==> src/rtl/dma_cmd_pkg.sv <==
package dma_cmd_pkg;

  localparam int CODE_W = 8;

  localparam logic [CODE_W-1:0] OP_START_IN  = 8'h00;
  localparam logic [CODE_W-1:0] OP_START_OUT = 8'h01;
  localparam logic [CODE_W-1:0] OP_VALIDATE  = 8'h0E;
  localparam logic [CODE_W-1:0] OP_CLEAR     = 8'h0F;
  localparam logic [CODE_W-1:0] OP_RESET     = 8'h11;
  localparam logic [CODE_W-1:0] OP_STOP      = 8'h13;
  localparam logic [CODE_W-1:0] OP_IDLE_VAL  = 8'hFF;

  typedef enum logic [1:0] {
    ST_IDLE  = 2'd0,
    ST_XFER  = 2'd1,
    ST_DRAIN = 2'd2,
    ST_RST   = 2'd3
  } eng_state_t;

  typedef struct packed {
    logic start_in;
    logic start_out;
    logic validate;
    logic clear;
    logic reset;
    logic stop;
  } op_req_t;

endpackage

==> src/rtl/dma_cmd_decode.sv <==
module dma_cmd_decode
  import dma_cmd_pkg::*;
(
  input  logic              clk,
  input  logic              rst,
  input  logic              wr,
  input  logic [CODE_W-1:0] code_in,
  output op_req_t           req
);

  logic [CODE_W-1:0] code_q;
  logic              pend_q;

  always_ff @(posedge clk) begin
    if (rst) begin
      code_q <= OP_IDLE_VAL;
      pend_q <= 1'b0;
    end else begin
      pend_q <= wr;
      if (wr) code_q <= code_in;
    end
  end

  always_comb begin
    req = '0;
    if (pend_q) begin
      unique case (code_q)
        OP_START_IN:  req.start_in  = 1'b1;
        OP_START_OUT: req.start_out = 1'b1;
        OP_VALIDATE:  req.validate  = 1'b1;
        OP_CLEAR:     req.clear     = 1'b1;
        OP_RESET:     req.reset     = 1'b1;
        OP_STOP:      req.stop      = 1'b1;
        default:      req           = '0;
      endcase
    end
  end

  assert_onehot_req_R13: assert property (@(posedge clk) disable iff (rst)
    $onehot0(req));

endmodule

==> src/rtl/dma_xfer_counter.sv <==
module dma_xfer_counter #(
  parameter int W = 32
) (
  input  logic         clk,
  input  logic         rst,
  input  logic         clr,
  input  logic         load,
  input  logic [W-1:0] load_val,
  input  logic         dec,
  output logic [W-1:0] value,
  output logic         zero
);

  logic [W-1:0] val_q;

  always_ff @(posedge clk) begin
    if (rst || clr)  val_q <= '0;
    else if (load)   val_q <= load_val;
    else if (dec)    val_q <= val_q - W'(1);
  end

  assign value = val_q;
  assign zero  = (val_q == '0);

  assert_no_wrap_R4: assert property (@(posedge clk) disable iff (rst)
    dec |-> !zero);

endmodule

==> src/rtl/dma_stage_fifo.sv <==
module dma_stage_fifo #(
  parameter int WIDTH = 8,
  parameter int DEPTH = 8
) (
  input  logic             clk,
  input  logic             rst,
  input  logic             flush,
  input  logic             push,
  input  logic [WIDTH-1:0] wdata,
  input  logic             pop,
  output logic [WIDTH-1:0] rdata,
  output logic             empty,
  output logic             full
);

  localparam int AW = (DEPTH > 1) ? $clog2(DEPTH) : 1;
  localparam int CW = AW + 1;
  localparam logic [AW-1:0] LAST = AW'(DEPTH - 1);

  logic [WIDTH-1:0] mem [DEPTH];
  logic [AW-1:0]    wp_q, rp_q;
  logic [CW-1:0]    fill_q;
  logic             do_push, do_pop;

  assign full    = (fill_q == CW'(DEPTH));
  assign empty   = (fill_q == '0);
  assign do_push = push && !full;
  assign do_pop  = pop && !empty;
  assign rdata   = mem[rp_q];

  always_ff @(posedge clk) begin
    if (do_push) mem[wp_q] <= wdata;
  end

  always_ff @(posedge clk) begin
    if (rst || flush) begin
      wp_q   <= '0;
      rp_q   <= '0;
      fill_q <= '0;
    end else begin
      if (do_push) wp_q <= (wp_q == LAST) ? '0 : wp_q + AW'(1);
      if (do_pop)  rp_q <= (rp_q == LAST) ? '0 : rp_q + AW'(1);
      unique case ({do_push, do_pop})
        2'b10:   fill_q <= fill_q + CW'(1);
        2'b01:   fill_q <= fill_q - CW'(1);
        default: fill_q <= fill_q;
      endcase
    end
  end

  assert_no_overflow_R6: assert property (@(posedge clk) disable iff (rst)
    !(push && full));

  assert_no_underflow_R7: assert property (@(posedge clk) disable iff (rst)
    !(pop && empty));

endmodule

==> src/rtl/dma_cmd_ctrl.sv <==
module dma_cmd_ctrl
  import dma_cmd_pkg::*;
#(
  parameter int CNT_W      = 32,
  parameter int DATA_W     = 8,
  parameter int FIFO_DEPTH = 8
) (
  input  logic              clk,
  input  logic              rst,
  input  logic              cmd_we,
  input  logic [CODE_W-1:0] cmd_data,
  input  logic              cnt_we,
  input  logic [CNT_W-1:0]  cnt_wdata,
  output logic [CNT_W-1:0]  cnt_rd,
  output logic              dreq,
  input  logic              dack,
  input  logic [DATA_W-1:0] dma_din,
  output logic [DATA_W-1:0] dma_dout,
  input  logic              buf_ready,
  output logic              buf_wr_en,
  output logic [DATA_W-1:0] buf_wr_data,
  input  logic              buf_avail,
  output logic              buf_rd_en,
  input  logic [DATA_W-1:0] buf_rd_data,
  output logic              done_flag,
  output logic              stop_irq,
  output logic              validate_stb,
  output logic              clear_stb
);

  eng_state_t        state_q;
  logic              dir_in_q;
  logic              done_q, stop_q, val_q, clr_q;
  op_req_t           req;

  logic              st_idle, st_xfer, st_drain, st_rst;
  logic              start_any, start_ok;
  logic              cnt_zero, fetch_zero;
  logic [CNT_W-1:0]  fetch_left;
  logic              fifo_empty, fifo_full, fifo_flush;
  logic              fifo_push, fifo_pop;
  logic [DATA_W-1:0] fifo_wdata, fifo_head;
  logic              bus_acc, fetch, xfer_end, out_stop;

  dma_cmd_decode u_decode (
    .clk     (clk),
    .rst     (rst),
    .wr      (cmd_we),
    .code_in (cmd_data),
    .req     (req)
  );

  assign st_idle   = (state_q == ST_IDLE);
  assign st_xfer   = (state_q == ST_XFER);
  assign st_drain  = (state_q == ST_DRAIN);
  assign st_rst    = (state_q == ST_RST);
  assign start_any = req.start_in || req.start_out;
  assign start_ok  = start_any && st_idle;
  assign out_stop  = req.stop && st_xfer && !dir_in_q;

  dma_xfer_counter #(.W(CNT_W)) u_remain (
    .clk      (clk),
    .rst      (rst),
    .clr      (st_rst),
    .load     (cnt_we && st_idle),
    .load_val (cnt_wdata),
    .dec      (bus_acc),
    .value    (cnt_rd),
    .zero     (cnt_zero)
  );

  dma_xfer_counter #(.W(CNT_W)) u_fetch (
    .clk      (clk),
    .rst      (rst),
    .clr      (st_rst),
    .load     (start_ok),
    .load_val (cnt_rd),
    .dec      (fetch),
    .value    (fetch_left),
    .zero     (fetch_zero)
  );

  always_comb begin
    dreq = st_rst;
    if (st_xfer) begin
      if (dir_in_q) dreq = !cnt_zero && !fifo_full;
      else          dreq = !fifo_empty;
    end
  end

  assign bus_acc     = dreq && dack && !st_rst;
  assign fetch       = st_xfer && !dir_in_q && !fetch_zero && !fifo_full && buf_avail;
  assign buf_rd_en   = fetch;
  assign buf_wr_en   = (st_xfer || st_drain) && dir_in_q && !fifo_empty && buf_ready;
  assign buf_wr_data = fifo_head;
  assign dma_dout    = fifo_head;

  assign fifo_push   = dir_in_q ? bus_acc : fetch;
  assign fifo_wdata  = dir_in_q ? dma_din : buf_rd_data;
  assign fifo_pop    = dir_in_q ? buf_wr_en : bus_acc;
  assign fifo_flush  = st_rst || out_stop;
  assign xfer_end    = st_xfer && cnt_zero && fifo_empty;

  dma_stage_fifo #(.WIDTH(DATA_W), .DEPTH(FIFO_DEPTH)) u_stage (
    .clk   (clk),
    .rst   (rst),
    .flush (fifo_flush),
    .push  (fifo_push),
    .wdata (fifo_wdata),
    .pop   (fifo_pop),
    .rdata (fifo_head),
    .empty (fifo_empty),
    .full  (fifo_full)
  );

  always_ff @(posedge clk) begin
    if (rst) begin
      state_q  <= ST_IDLE;
      dir_in_q <= 1'b1;
      done_q   <= 1'b0;
      stop_q   <= 1'b0;
      val_q    <= 1'b0;
      clr_q    <= 1'b0;
    end else begin
      val_q <= req.validate;
      clr_q <= req.clear;
      if (st_rst) begin
        state_q  <= ST_IDLE;
        dir_in_q <= 1'b1;
        done_q   <= 1'b0;
        stop_q   <= 1'b0;
      end else if (req.reset) begin
        state_q <= ST_RST;
      end else if (start_ok) begin
        dir_in_q <= req.start_in;
        done_q   <= cnt_zero;
        stop_q   <= 1'b0;
        state_q  <= cnt_zero ? ST_IDLE : ST_XFER;
      end else if (req.stop && st_xfer) begin
        if (dir_in_q) begin
          state_q <= ST_DRAIN;
        end else begin
          state_q <= ST_IDLE;
          stop_q  <= 1'b1;
        end
      end else if (req.stop && st_idle) begin
        stop_q <= 1'b1;
      end else if (xfer_end) begin
        state_q <= ST_IDLE;
        done_q  <= 1'b1;
      end else if (st_drain && fifo_empty) begin
        state_q <= ST_IDLE;
        stop_q  <= 1'b1;
      end
    end
  end

  assign done_flag    = done_q;
  assign stop_irq     = stop_q;
  assign validate_stb = val_q;
  assign clear_stb    = clr_q;

  assert_idle_quiet_R13: assert property (@(posedge clk) disable iff (rst)
    st_idle |-> (!dreq && !buf_wr_en && !buf_rd_en));

  assert_done_clean_R7: assert property (@(posedge clk) disable iff (rst)
    $rose(done_q) |-> (cnt_zero && fifo_empty));

  assert_drain_no_req_R9: assert property (@(posedge clk) disable iff (rst)
    st_drain |-> !dreq);

  assert_rst_pulse_R12: assert property (@(posedge clk) disable iff (rst)
    st_rst |=> st_idle);

  assert_in_stop_empty_R9: assert property (@(posedge clk) disable iff (rst)
    ($rose(stop_q) && dir_in_q) |-> fifo_empty);

endmodule

==> config.mk <==
export PLATFORM = sky130hd
export DESIGN_NAME = dma_cmd_ctrl
export DESIGN_NICKNAME = d
export VERILOG_FILES = /design/src/rtl/dma_cmd_pkg.sv /design/src/rtl/dma_cmd_decode.sv /design/src/rtl/dma_xfer_counter.sv /design/src/rtl/dma_stage_fifo.sv /design/src/rtl/dma_cmd_ctrl.sv
export SDC_FILE = /design/constraint.sdc
export NUM_CORES = 1
export LEC_CHECK = 0
export BUFFER_PORTS_ARGS = -buffer_cell sky130_fd_sc_hd__buf_2
export CORE_ASPECT_RATIO = 0.75
export CORE_UTILIZATION = 62
export CTS_CLUSTER_SIZE = 25
export DETAILED_ROUTE_END_ITERATION = 8
export GPL_TIMING_DRIVEN = 0
export HOLD_SLACK_MARGIN = 0.1
export PLACE_DENSITY = 0.86
export SYNTH_ARGS = -nofsm -noshare
export SYNTH_HDL_FRONTEND = slang
export SYNTH_SLANG_ARGS = --single-unit
==> constraint.sdc <==
create_clock -name clk -period 9.7 [get_ports clk]
set_input_delay 1.94 -clock clk [delete_from_list [all_inputs] [get_ports clk]]
set_output_delay 1.94 -clock clk [all_outputs]
set_load 0.005 [all_outputs]
==> results.yml <==
run_status:
  outcome: "finished clean"
layout:
  finalNetCount: 996
  mostFrequentLayoutCells: "buf_2 (121), dfxtp_1 (93), edfxtp_1 (64)"
  area_delta_synth_final_pct: 18.19
  stdcell_area_um2: 9463
  n_antenna_cell: 0
  final_common_cell: "buf_2"
  drive_gt1_frac: 0.2436
job:
  cap_violations: 0
sta:
  clock_skew_ns: 0.009437
  rsz0062_at_grt: "false"
  setup_viol: 0
  setup_tns_ns: 0
  slew_headroom: 0.2419
  drv_slew: 0
  fin_crit_ns: 5.251
  tightest_slew_ns: 1.127
  fmax_mhz: 190.4
  post-route-period-util: 0.5414
  finalHoldViolCount: 0
pwr:
  power_frac_clock: 0.447
  p_seq_frac: 0.490
  p_per_area_nw_per_um2: 155.7
  combinationalPowerShare: 0.063
  p_int_mw: 1.101
  power.leakage_nw: 3.570
  swShare: 0.2530
  vdd_drop_max_mv: 0.1634
  p_sw_uw: 372.6
drt:
  drt-vias-per-instance: 6.995
  wl_met1_um: 10140
  top_layer: "met4"
  drtIter0Drc: 1123
  wl_per_cell_um: 22.78
  route.met2.wl_um: 10850
  antenna_left: 0
  totalWireLength_um: 25010
  met3_length_um: 3215
  drc: 0
  drt_pass1_iterations: 6
  dr_total_vias: 7680
global_route:
  track_usage: 0.3818
  grt_max_degree: 17
  grt_overflow: 0
  grt_pass1_vias: 7075
  grt_pass1_wl_um: 38340
  antenna_found_initial: 0
synth:
  synth_top_area_frac: 0.2400
  synth-edff-count: 64
  yosysSeqAreaShare: 0.4726
  syn_nets: 855
  synthAdderAreaFrac: 0.02188
  synth-xor-area-share: 0.01422
  synth_area_leaders: "edfxtp_1 (24%), dfxtp_1 (23%), mux4_2 (4.5%)"
  synthCells: 778
  avgSynthCellArea_um2: 10.29
  synth_area_um2: 8006
  ys_types: 70
  synthSimpleGateAreaFrac: 0.2088
  synth-seq-cells: 157
  synth_top_flop_cell: "dfxtp_1"
  ys_warn_count: 0
  synth_compound_area_frac: 0.1586
  muxShareOfSynthArea: 0.08376
  synth_top_family_by_area: "simple AND/OR/NAND/NOR gates"
  synth_top_area_cell: "edfxtp_1"
  synth_async_sr_flop_share: 0
floorplanning:
  die_area_um2: 13380
  die_h_um: 100.4
  start_util: 0.6438
  fp.dieW_um: 133.2
  core_um2: 12440
  num_rows: 35
  num_io_pins: 118
setup_path:
  cp_max_fo: 10
  cp_slowest_cell: "buf_1"
  cp-start-kind: "flop"
  cp-end-kind: "output pin"
  path_cells: "clkbuf_1, buf_1, mux4_2, mux2_2, buf_4, buf_2"
  slowest_delay_ns: 0.87
  crit_required_ns: 7.76
  path_buf_inv: 4
  crit_type: "flop to output pin"
  path_delay_family: "buffers and inverters"
  cp.arrival_ns: 3.31
clock_network:
  htreeDepth: 4
  cts_sinks: 157
  ctsResizeCount: 0
  path_clk_slew_ns: 0.07
  hold_buffers: 0
  numCtsBuffers: 17
  clk_latency_ns: 0.44
  cts_tree: "done"
  cts_buffer_depth: 2
  cts_root_buf: "clkbuf_16"
  postCtsSetupBuffers: 0
placed_design:
  io_buffers: 116
  gp_congestion: 1.009
  placed_area_um2: 8882
  place_hpwl_um: 17620
worst_hold_path:
  hold_class: "flop to flop"
## registers in the layout, summed over array words and instances, names as in the netlist, 2 cells and up, named ones only
signal	flops
u_stage.mem	64
u_remain.value	32
u_stage.wp_q	3
u_stage.fill_q	4
u_fetch.value	32
state_q	2
u_stage.rp_q	3
u_decode.code_q	8
## stage by stage
stage                     instances  power [mW]  utilization  hold WS (ns)  worst slack [ns]
after floorplan                 778      0.7743            -        0.4185             5.156
after global routing           1098       1.509       0.7609        0.4952             4.270
after detailed placement       1066      0.8226       0.7142        0.4435             4.635
final                          1098       1.473       0.7609        0.4547             4.449
after global placement         1060      0.8177       0.7071        0.4684             4.263
after CTS                      1098       1.465       0.7605        0.4517             4.414
## cells in the mapped netlist (7+ instances only)
master and number:
inv_1 11, edfxtp_1 64, ha_1 14, or3_1 19
o21ai_0 46, buf_4 10, dfxtp_1 93, nor3_1 22
o311a_1 7, mux4_2 16, a21oi_1 12, nor2_1 40
clkbuf_1 39, or4_1 37, o211ai_1 14, o31ai_1 17
nor4_1 16, nand3_1 38, a31oi_1 31, o311ai_0 8
mux2_2 16, mux2i_1 13, xor2_1 11, nand4_1 11
nand2_1 56
## worst reg2reg max path, stage by stage (launching register included)
cell and delay, ns:
dfxtp_1 0.35, inv_1 0.09, ha_1 0.15, clkbuf_1 0.33
nor2b_1 0.44, and3_1 0.21, clkbuf_1 0.41, o31ai_4 0.18
inv_2 0.22, a41oi_2 0.11, buf_6 0.24, ha_1 0.25
xor2_1 0.16, ha_1 0.21, a21oi_1 0.14, xor2_1 0.09
or3_1 0.34, a21oi_1 0.16
## path summary, 6_finish.rpt
| check | from | to | slack, ns | cells past startpoint |
|---|---|---|---|---|
| worst min register to register | done_flag$_SDFFE_PP0P_ | done_flag$_SDFFE_PP0P_ | 0.45 | 2 |
| worst max register to register | state_q[1]$_SDFFE_PP0P_ | u_stage.fill_q[2]$_SDFFE_PP0P_ | 5.57 | 17 |
| worst max-delay path | flop | dma_dout[6] | 4.45 | 6 |
| worst min-delay path | done_flag$_SDFFE_PP0P_ | done_flag$_SDFFE_PP0P_ | 0.45 | 2 |
## final cells by class
class / instances / area, um^2
clock inverter: 13 / 132.6
timing repair buffer: 122 / 625.6
buffer: 60 / 276.5
tap: 166 / 207.7
sequential: 157 / 3784
inverter: 12 / 45.04
clock buffer: 19 / 442.9
fill: 814 / 2974
multi-input combinational: 549 / 3949
## cells by family after synthesis
group | count (synthesis)
XOR/XNOR | 13
AND/OR/NAND/NOR | 296
multiplexers | 45
flip-flops | 157
AO/OA/AOI/OAI | 181
adder cells (fa/ha/maj) | 14
buffers and inverters | 72
## power by group through the flow
stage	sequential (mW)	clock [mW]	combinational, mW
floorplan	0.725	0	0.0495
global placement	0.732	0	0.0857
detailed placement	0.733	0	0.0892
CTS	0.719	0.656	0.0901
global route	0.722	0.687	0.0999
finish	0.721	0.659	0.0929
## per-layer routing
layer,up-vias,GRT usage
met2,590,0.5513
met4,0,0.1635
met3,91,0.09747
met1,3644,0.5445
li1,3355,-
met5,-,0.003704
(Power assumes the default switching activity.)
